## config.mk

```make
export PLATFORM = sky130hd
export DESIGN_NAME = devcap_regspace
export DESIGN_NICKNAME = d
export VERILOG_FILES = /design/src/rtl/devcap_pkg.sv /design/src/rtl/devcap_decode.sv /design/src/rtl/devcap_status.sv /design/src/rtl/devcap_lanes.sv /design/src/rtl/devcap_regspace.sv
export SDC_FILE = /design/constraint.sdc
export NUM_CORES = 1
export LEC_CHECK = 0
export BUFFER_PORTS_ARGS = -buffer_cell sky130_fd_sc_hd__buf_2
export CORE_UTILIZATION = 50
export DETAILED_ROUTE_END_ITERATION = 6
export GPL_TIMING_DRIVEN = 0
export PLACE_DENSITY = 0.87
export SKIP_LAST_GASP = 1
export SYNTH_ARGS = -nofsm -noshare
export SYNTH_HDL_FRONTEND = slang
export SYNTH_SLANG_ARGS = --single-unit
```

## constraint.sdc

```tcl
create_clock -name clk -period 5.1 [get_ports clk]
set_input_delay 0.51 -clock clk [delete_from_list [all_inputs] [get_ports clk]]
set_output_delay 0.51 -clock clk [all_outputs]
set_load 0.01 [all_outputs]
```

## src/rtl/devcap_pkg.sv

```systemverilog
package devcap_pkg;

    // Fixed window layout. The capability list reports these bases, so they are part of the behaviour.
    localparam int CAPS_BASE   = 'h000;
    localparam int CAPS_LEN    = 'h080;
    localparam int STAT_BASE   = 'h080;
    localparam int STAT_LEN    = 'h020;
    localparam int MBOX_BASE   = 'h100;
    localparam int MBOX_LEN    = 'h100;
    localparam int MEDIA_BASE  = 'h200;
    localparam int MEDIA_LEN   = 'h008;
    localparam int MBOX_AW     = $clog2(MBOX_LEN);
    localparam int CAP_ENTRIES = 3;

    // Media status field = 1 in bits [3:2], mailbox ready in bit 4.
    localparam logic [63:0] MEDIA_WORD = 64'h14;

    typedef enum logic [2:0] {
        RG_CAPS,
        RG_STAT,
        RG_MBOX,
        RG_MEDIA,
        RG_NONE
    } region_e;

    typedef struct packed {
        logic [15:0] id;
        logic [7:0]  ver;
        logic [31:0] base;
        logic [31:0] len;
    } cap_entry_t;

    typedef struct packed {
        region_e rg;
        logic    aligned;
    } decode_t;

    function automatic cap_entry_t cap_entry(int k);
        case (k)
            0:       return '{id: 16'h0001, ver: 8'd2, base: 32'(STAT_BASE),  len: 32'(STAT_LEN)};
            1:       return '{id: 16'h0002, ver: 8'd1, base: 32'(MBOX_BASE),  len: 32'(MBOX_LEN)};
            default: return '{id: 16'h4000, ver: 8'd1, base: 32'(MEDIA_BASE), len: 32'(MEDIA_LEN)};
        endcase
    endfunction

    function automatic logic [63:0] caps_header();
        return {16'h0, 16'(CAP_ENTRIES), 8'h0, 8'd1, 16'h0};
    endfunction

    // Quadword q of the capability list: header at 0, entries from quadword 2 on.
    function automatic logic [63:0] caps_qword(logic [3:0] q);
        cap_entry_t e;
        if (q == 4'd0) begin
            return caps_header();
        end
        if (q >= 4'd2 && int'(q) < 2 + 2 * CAP_ENTRIES) begin
            e = cap_entry((int'(q) - 2) / 2);
            if (!q[0]) begin
                return {e.base, 8'h0, e.ver, e.id};
            end
            return {32'h0, e.len};
        end
        return 64'h0;
    endfunction

    function automatic logic [63:0] size_mask(logic [1:0] sz);
        case (sz)
            2'd0:    return 64'h0000_0000_0000_00FF;
            2'd1:    return 64'h0000_0000_0000_FFFF;
            2'd2:    return 64'h0000_0000_FFFF_FFFF;
            default: return 64'hFFFF_FFFF_FFFF_FFFF;
        endcase
    endfunction

endpackage

```

## src/rtl/devcap_decode.sv

```systemverilog
module devcap_decode
    import devcap_pkg::*;
#(
    parameter int ADDR_W = 12
) (
    input  logic [ADDR_W-1:0] addr,
    input  logic [1:0]        size,
    output decode_t           dec,
    output logic [ADDR_W-1:0] off
);
    logic [31:0] a32;

    assign a32 = 32'(addr);

    always_comb begin
        case (size)
            2'd0:    dec.aligned = 1'b1;
            2'd1:    dec.aligned = (addr[0] == 1'b0);
            2'd2:    dec.aligned = (addr[1:0] == 2'b00);
            default: dec.aligned = (addr[2:0] == 3'b000);
        endcase

        dec.rg = RG_NONE;
        off    = addr;
        if (a32 < 32'(CAPS_BASE + CAPS_LEN)) begin
            dec.rg = RG_CAPS;
            off    = ADDR_W'(a32 - 32'(CAPS_BASE));
        end else if (a32 >= 32'(STAT_BASE) && a32 < 32'(STAT_BASE + STAT_LEN)) begin
            dec.rg = RG_STAT;
            off    = ADDR_W'(a32 - 32'(STAT_BASE));
        end else if (a32 >= 32'(MBOX_BASE) && a32 < 32'(MBOX_BASE + MBOX_LEN)) begin
            dec.rg = RG_MBOX;
            off    = ADDR_W'(a32 - 32'(MBOX_BASE));
        end else if (a32 >= 32'(MEDIA_BASE) && a32 < 32'(MEDIA_BASE + MEDIA_LEN)) begin
            dec.rg = RG_MEDIA;
            off    = ADDR_W'(a32 - 32'(MEDIA_BASE));
        end
    end
endmodule

```

## src/rtl/devcap_status.sv

```systemverilog
module devcap_status #(
    parameter int NUM_LOGS   = 5,
    parameter int NS_PER_CLK = 20,
    localparam int LOG_W     = $clog2(NUM_LOGS)
) (
    input  logic                clk,
    input  logic                rst,
    input  logic                upd_valid,
    input  logic [LOG_W-1:0]    upd_log,
    input  logic                upd_avail,
    input  logic                set_valid,
    input  logic [63:0]         set_value,
    output logic [NUM_LOGS-1:0] evt_bits,
    output logic [63:0]         ts_now
);
    logic armed;

    // One flop per log type, each with its own index match.
    for (genvar i = 0; i < NUM_LOGS; i++) begin : g_log
        always_ff @(posedge clk) begin
            if (rst) begin
                evt_bits[i] <= 1'b0;
            end else if (upd_valid && upd_log == LOG_W'(i)) begin
                evt_bits[i] <= upd_avail;
            end
        end
    end

    // The register runs one step ahead, so a read at edge e+d sees V + d*NS_PER_CLK.
    always_ff @(posedge clk) begin
        if (rst) begin
            armed  <= 1'b0;
            ts_now <= 64'h0;
        end else if (set_valid) begin
            armed  <= 1'b1;
            ts_now <= set_value + 64'(NS_PER_CLK);
        end else if (armed) begin
            ts_now <= ts_now + 64'(NS_PER_CLK);
        end
    end
endmodule

```

## src/rtl/devcap_lanes.sv

```systemverilog
module devcap_lanes
    import devcap_pkg::*;
(
    input  logic [63:0] qword,
    input  logic [2:0]  byte_off,
    input  logic [1:0]  size,
    output logic [63:0] data
);
    always_comb begin
        data = (qword >> {byte_off, 3'b000}) & size_mask(size);
    end
endmodule

```

## src/rtl/devcap_regspace.sv

```systemverilog
module devcap_regspace
    import devcap_pkg::*;
#(
    parameter int ADDR_W     = 12,
    parameter int NUM_LOGS   = 5,
    parameter int NS_PER_CLK = 20
) (
    input  logic                        clk,
    input  logic                        rst,
    input  logic                        req_valid,
    input  logic                        req_write,
    input  logic [ADDR_W-1:0]           req_addr,
    input  logic [1:0]                  req_size,
    input  logic [63:0]                 req_wdata,
    output logic                        rsp_valid,
    output logic                        rsp_err,
    output logic [63:0]                 rsp_rdata,
    output logic                        mbx_valid,
    output logic                        mbx_write,
    output logic [MBOX_AW-1:0]          mbx_addr,
    output logic [1:0]                  mbx_size,
    output logic [63:0]                 mbx_wdata,
    input  logic [63:0]                 mbx_rdata,
    input  logic                        evt_upd_valid,
    input  logic [$clog2(NUM_LOGS)-1:0] evt_upd_log,
    input  logic                        evt_upd_avail,
    input  logic                        ts_set_valid,
    input  logic [63:0]                 ts_set_value
);
    decode_t             dec;
    logic [ADDR_W-1:0]   off;
    logic [NUM_LOGS-1:0] evt_bits;
    logic [63:0]         ts_now;
    logic [63:0]         local_q;
    logic [63:0]         lane_src;
    logic [2:0]          lane_off;
    logic [63:0]         lane_out;
    logic                unused_hi;

    devcap_decode #(.ADDR_W(ADDR_W)) u_decode (
        .addr (req_addr),
        .size (req_size),
        .dec  (dec),
        .off  (off)
    );

    devcap_status #(.NUM_LOGS(NUM_LOGS), .NS_PER_CLK(NS_PER_CLK)) u_status (
        .clk       (clk),
        .rst       (rst),
        .upd_valid (evt_upd_valid),
        .upd_log   (evt_upd_log),
        .upd_avail (evt_upd_avail),
        .set_valid (ts_set_valid),
        .set_value (ts_set_value),
        .evt_bits  (evt_bits),
        .ts_now    (ts_now)
    );

    assign unused_hi = ^off[ADDR_W-1:MBOX_AW];

    // Forward aligned mailbox accesses in the same cycle.
    assign mbx_valid = req_valid && dec.aligned && dec.rg == RG_MBOX;
    assign mbx_write = req_write;
    assign mbx_addr  = off[MBOX_AW-1:0];
    assign mbx_size  = req_size;
    assign mbx_wdata = req_wdata;

    // Quadword containing the addressed bytes, for the locally held regions.
    always_comb begin
        case (dec.rg)
            RG_CAPS:  local_q = caps_qword(off[6:3]);
            RG_STAT: begin
                case (off[4:3])
                    2'd0:    local_q = 64'(evt_bits);
                    2'd1:    local_q = ts_now;
                    default: local_q = 64'h0;
                endcase
            end
            RG_MEDIA: local_q = MEDIA_WORD;
            default:  local_q = 64'h0;
        endcase
    end

    // Mailbox data arrives right-justified. Local quadwords need a byte shift.
    always_comb begin
        if (dec.rg == RG_MBOX) begin
            lane_src = mbx_rdata;
            lane_off = 3'd0;
        end else begin
            lane_src = local_q;
            lane_off = off[2:0];
        end
    end

    devcap_lanes u_lanes (
        .qword    (lane_src),
        .byte_off (lane_off),
        .size     (req_size),
        .data     (lane_out)
    );

    always_ff @(posedge clk) begin
        if (rst) begin
            rsp_valid <= 1'b0;
            rsp_err   <= 1'b0;
            rsp_rdata <= 64'h0;
        end else begin
            rsp_valid <= req_valid;
            rsp_err   <= req_valid && !dec.aligned;
            rsp_rdata <= (req_valid && !req_write && dec.aligned) ? lane_out : 64'h0;
        end
    end
endmodule

```

==> results of run 1 <==
-- path summary, 6_finish.rpt --
kind / endpoint / depth (start not counted) / slack, ns
min: u_status.ts_now[1] / 3 / 0.32
max: rsp_rdata[16] / 15 / 0.42
max reg2reg: u_status.ts_now[60] / 8 / 1.91
min reg2reg: u_status.evt_bits[4] / 2 / 0.46
-- synth_stat cells, types with 3 or more instances --
cell type    n  area (um^2)
buf_6        4         45.0
buf_4       75          563
nor2b_1      6         37.5
clkbuf_1    55          206
xor2_1      63          552
buf_1        6         22.5
a221oi_1    17          149
a21oi_1     59          295
o21a_1       5         37.5
and2_1       5         31.3
nand4b_1    11         96.3
or3_1        9         56.3
o21ai_0     35          175
nand2_1    145          544
a31oi_1      5         31.3
a22oi_1     25          188
nor3_1      23          115
dfxtp_1    136         2720
nand3_1     72          360
o211ai_1    13         97.6
inv_1       13         48.8
a32oi_1      4         35.0
nor2_1     120          450
xnor2_1     48          420
o22ai_1     45          282
o31ai_1      3         22.5
nor4b_1      4         35.0
mux2i_1     44          440
nand4_1     27          169
buf_2       13         65.1
nand2b_1     7         43.8
and3_1       9         56.3
or2_2        3         18.8
ha_1         9          113
a32o_1       3         30.0
a211oi_1    27          203
nand3b_1     8         60.1
and4_1       4         35.0
a22o_1       7         61.3
a21boi_0     3         22.5
a211o_1      3         26.3
mux2_2      30          338
nor4_1       8         50.1
-- through the flow --
stage / instances / worst slack (ns) / hold WS, ns / cell area [um^2] / TNS [ns]
2_1_floorplan: 1261 / 0.951 / 0.436 / 9890 / 0
3_3_place_gp: 1816 / -0.387 / 0.445 / 11700 / -3.96
3_5_place_dp: 1816 / -0.465 / 0.454 / 11700 / -4.64
4_1_cts: 1850 / 0.530 / 0.325 / 12300 / 0
5_1_grt: 1850 / 0.104 / 0.329 / 12300 / 0
6_report: 1850 / 0.418 / 0.322 / 12300 / 0
-- report_power, final --
| group | total [mW] | switching, mW | internal (mW) | leakage, nW |
|---|---|---|---|---|
| Sequential | 1.17 | 0.0732 | 1.10 | 1.11 |
| Clock | 1.40 | 0.526 | 0.872 | 0.311 |
| Combinational | 0.566 | 0.326 | 0.240 | 3.67 |
-- cells in the final DEF (no fill, tap or decap), types with 5 or more instances in the layout --
cell / instances
buf_4: 77
inv_1: 13
a22oi_1: 25
mux2_2: 30
a22o_1: 7
nand3_1: 72
nor2b_1: 6
clkbuf_1: 56
nor4_1: 7
xor2_1: 63
xnor2_1: 48
nand3b_1: 8
bufinv_16: 5
buf_1: 6
and2_1: 5
o21a_1: 5
mux2i_1: 44
nand2b_1: 7
o211ai_1: 13
a211oi_1: 27
buf_2: 303
nor3_1: 23
nand2_1: 145
a31oi_1: 5
nor2_1: 120
dfxtp_1: 136
clkbuf_16: 17
ha_1: 9
nand4b_1: 11
o22ai_1: 45
and3_1: 9
nand4_1: 27
a21oi_1: 59
o21ai_0: 35
or3_1: 9
a221oi_1: 17
-- tightest hold or removal path: cells and delay by family --
kind	cells	cell delay [ns]
AND/OR/NAND/NOR	1	0.08
multiplexers	1	0.05
buffers and inverters	1	0.07
-- state kept, by name, indices dropped and copies added, names as in the netlist --
name               cells
rsp_err                1
rsp_rdata             64
rsp_valid              1
u_status.armed         1
u_status.evt_bits      5
u_status.ts_now       64
-- repair_timing --
action                                 CTS  global route
buffers inserted                         2             0
endpoints found under the hold margin    0             0
setup endpoints to repair                2             0
-- area by class of cell --
cell class	instances	area, um^2	share of cell area
timing repair buffer	292	1470	0.119
inverter	15	56.3	0.00456
buffer	153	902	0.0731
tap	265	332	0.0269
clock buffer	18	429	0.0348
clock inverter	14	223	0.0180
sequential	136	2720	0.221
multi-input combinational	957	6210	0.503
-- kinds of logic after synthesis --
family          count (synthesis)  synth area share
simple gates                  484             0.248
fa+ha+maj                       9            0.0114
xor+xnor                      111            0.0983
buf+inv                       168            0.0969
mux                            74            0.0787
flops                         136             0.275
compound gates                279             0.191
-- layer usage --
metal / up-vias / global-route usage / routed length (um)
met1: 5303 / 0.479 / 15300
met4: 0 / 0.256 / 2580
li1: 5133 / - / -
met5: - / 0 / 0
met2: 959 / 0.656 / 18800
met3: 199 / 0.0825 / 4890
==> flow_summary.toml, run 1 <==
[setup_path]
cp_top_family = "simple AND/OR/NAND/NOR gates"
worstPathRequired_ns = 5.41
cp_num_buf_inv = 2
cp-startpoint = "req_addr[4]"
cp_common_cell = "ha_1"
slowest_stage = "nor3_1"
startpoint_type = "input pin"
worstSetupPathType = "input pin to register"
setup.worst_path.end_class = "register"
r2r-start = "u_status.ts_now[27]"
worstPathCellList = "buf_2 -> nor3_1 -> clkbuf_1 -> and2_1 -> ha_1 -> ha_1 -> nand3b_1 -> ha_1 -> or4b_2 -> nor4_1 -> o22a_1 -> nor2_1 -> a211oi_1 -> a2bb2oi_1 -> a21oi_1"
slowest_delay_ns = 0.63
crit_path_max_fanout = 12
worstPathArrival_ns = 4.99

[layout]
final_core_utilization = 0.636
drive_above_1_share = 0.295
nets = 1797
syn_to_final_growth_pct = 24.8
n_antenna_cell = 0
fill_cells = 1771

[die]
pin_count = 358
die_y_um = 143
die-area_um2 = 20300
core_um2 = 19400
rows = 51
start_util = 0.510
die_w_um = 143

[yosys]
synth_fp_nets = 1486
async_reset_ff_frac = 0
ys_warn_count = 0
ys_types = 76
synthCells = 1261
ys_seq_elements = 136
yosysSeqAreaShare = 0.275
synth_area_per_cell_um2 = 7.84
synth_flop_cell = "dfxtp_1"
synth_edf_count = 0
syn_area_um2 = 9890

[clocking]
cts_hold_buf = 0
cts_tree = "yes"
clockRootBuffer = "clkbuf_16"
path_clk_slew_ns = 0.06
cts_sinks = 136
cts_buffer_depth = 2
postCtsResizedCells = 0
htree_levels = 4
cts_made_buffers = 17
insertion_delay_ns = 0.44

[power]
peakVddDrop_mv = 0.235
p_leak_nw = 5.09
power.density_nw_per_um2 = 254
power.total_mw = 3.14

[sta]
fmax_ghz = 0.214
post-route-period-util = 0.918
hold_viol = 0
setup_viol = 0
worstMarginPinSlew_ns = 1.01
relSlewSlack = 0.323
clock_skew_ns = 0.00991
rsz0062_at_grt = "no"
finalCriticalPeriod_ns = 4.68
drv_slew = 0

[flow_run]
max_cap_viol_count = 0

[place]
portBuffers = 290
place_congestion = 1.03
hpwl_um = 32600

[grt]
grt_pass1_vias = 10500
grt_pass1_wl_um = 60500
gr-total-overflow = 0
grt_max_degree = 17
grtUsageTotal = 0.401
antenna_found_initial = 0

[detailed_routing]
firstDrtPassIters = 7
wl_per_cell_um = 22.5
num_vias = 11600
ant_nets = 0
via_per_inst = 6.27
first_iter_violations = 1329
drc = 0
wl_um = 41600

[status]
outcome = "complete, no violations"

[min_path]
worstHoldStart = "ts_set_value[1]"
hold_class = "input pin to register"
Note: power is estimated with default switching activity, not from simulation.
==> run 2: changes to the inputs <==
--- a/config.mk
+++ b/config.mk
@@ -9,7 +9,7 @@
 export CORE_UTILIZATION = 50
 export DETAILED_ROUTE_END_ITERATION = 6
 export GPL_TIMING_DRIVEN = 0
-export PLACE_DENSITY = 0.87
+export PLACE_DENSITY = 0.8
 export SKIP_LAST_GASP = 1
 export SYNTH_ARGS = -nofsm -noshare
 export SYNTH_HDL_FRONTEND = slang
==> constraint.sdc (replaced) <==
create_clock -name clk -period 5.1 [get_ports clk]
set_input_delay 0 -clock clk [delete_from_list [all_inputs] [get_ports clk]]
set_output_delay 0 -clock clk [all_outputs]
set_load 0.01 [all_outputs]
==> flow_summary.toml, run 2 (synthesis results as in run 1) <==
[status]
outcome = "complete, no violations"

[sta]
worstMarginPinSlew_ns = 1.18
relSlewSlack = 0.207
fmax_ghz = 0.227
setup_viol = 0
fin_tns_setup_ns = 0
hold_viol = 0
post-route-period-util = 0.864
finalCriticalPeriod_ns = 4.41
setup_ws_ns = 0.693
rsz0062_at_grt = "no"
clock_skew_ns = 0.0190
drv_slew = 0

[place]
place_congestion = 1.04
hpwl_um = 33700
dp_slack_ns = -0.0592
dpl_cell_area_um2 = 11700
portBuffers = 290

[grt]
grtUsageTotal = 0.434
grt_pass1_wl_um = 65600
gr-total-overflow = 0
grt_pass1_vias = 11200
antenna_found_initial = 1
grt_max_degree = 17

[min_path]
hold_class = "input pin to register"
worstHoldStart = "ts_set_value[49]"

[power]
p_leak_nw = 5.41
internal_power_mw = 2.04
p_sw_frac = 0.329
power.density_nw_per_um2 = 232
peakVddDrop_mv = 0.227
comb_power_share = 0.205
pwr-share-clk = 0.408
pwr-share-seq = 0.387
p_sw_mw = 1.00

[clocking]
clockRootBuffer = "clkbuf_16"
htree_levels = 4
cts_made_buffers = 17
cts_tree = "yes"
path_clk_slew_ns = 0.07
cts_buffer_depth = 2
insertion_delay_ns = 0.45
postCtsResizedCells = 0
cts_sinks = 136

[setup_path]
slowest_stage = "dlygate4sd3_1"
worstPathArrival_ns = 4.70
worstPathCellList = "buf_6 -> buf_4 -> buf_6 -> buf_2 -> buf_2 -> buf_2 -> clkbuf_1 -> mux2_2 -> ha_1 -> inv_1 -> a222oi_1 -> buf_4 -> nand3_1 -> nor3_2 -> nand2_1 -> xor2_1 -> dlygate4sd3_1 -> o22ai_1"
worstSetupPathType = "input pin to register"
cp_common_cell = "buf_2"
cp_top_family = "buffers and inverters"
r2r-start = "u_status.ts_now[9]"
setup.worst_path.end_class = "register"
slowest_delay_ns = 0.58
cp_num_buf_inv = 10
startpoint_type = "input pin"
worstPathRequired_ns = 5.39
cp-startpoint = "ts_set_valid"
crit_path_max_fanout = 10

[layout]
reg_top3 = "rsp_rdata (64), u_status.ts_now (64), u_status.evt_bits (5)"
final_cell_mix = "buf_2, nand2_1, dfxtp_1, nor2_1, dlygate4sd3_1"
nets = 1884
n_antenna_cell = 0
syn_to_final_growth_pct = 32.7
layout_commonest_cell = "buf_2"
drive_above_1_share = 0.280
stdcell_area_um2 = 13100

[detailed_routing]
firstDrtPassIters = 6
first_iter_violations = 1278
num_vias = 11900
via_per_inst = 6.14
wl_per_cell_um = 23.1
drc = 0
ant_nets = 0
wl_um = 44700

[die]
core_um2 = 19400
die_w_um = 143
die-area_um2 = 20300
pin_count = 358
start_util = 0.510
die_y_um = 143
rows = 51

[flow_run]
max_cap_viol_count = 0
run 2: worst reg2reg max path: stages (launching register included):
cell and delay, ns:
dfxtp_1 0.57, nand3b_1 0.19, a22oi_1 0.52, nand4_2 0.38, buf_2 0.33, nor3b_2 0.28, nand3_1 0.14, xor2_1 0.17
dlygate4sd3_1 0.59, o22ai_1 0.10
run 2: final cells by class:
class,instances,area (um^2)
Fill cell,1687,6280
Multi-Input combinational cell,957,6200
Sequential cell,136,2720
Timing Repair Buffer,379,2330
Buffer,153,902
Clock buffer,18,439
Tap cell,265,332
Clock inverter,14,130
Inverter,15,56.3
run 2: final timing paths:
kind	cells past startpoint	end	slack [ns]
worst min register to register	2	u_status.evt_bits[4]	0.46
worst max-delay path	18	u_status.ts_now[28]	0.69
worst min-delay path	4	u_status.ts_now[49]	0.01
worst max register to register	9	u_status.ts_now[31]	1.67
run 2: power by group through the flow:
stage | Combinational (mW) | Sequential [mW] | Clock [mW]
3_5_place_dp | 0.548 | 1.19 | 0
2_1_floorplan | 0.332 | 1.16 | 0
4_1_cts | 0.600 | 1.17 | 1.23
6_report | 0.623 | 1.18 | 1.24
3_3_place_gp | 0.544 | 1.19 | 0
5_1_grt | 0.659 | 1.18 | 1.28
run 2: stage by stage:
step / std cells / power [mW] / hold slack (ns) / util
after floorplan: 1261 / 1.49 / 0.0918 / -
after global placement: 1816 / 1.74 / 0.183 / 0.602
after detailed placement: 1816 / 1.74 / 0.183 / 0.602
after CTS: 1934 / 3.00 / 0.00234 / 0.675
after global routing: 1937 / 3.11 / 0.0371 / 0.676
final: 1937 / 3.04 / 0.0127 / 0.676
run 2: per-layer routing:
metal | track usage | routed length [um]
met4 | 0.258 | 2680
met2 | 0.716 | 20300
met1 | 0.520 | 16700
met5 | 0 | 13
met3 | 0.0912 | 4940
run 2: repair_timing:
item,CTS,global route
setup buffers,0,3
endpoints found under the hold margin,80,0
hold buffers,86,0
setup endpoints to repair,0,8
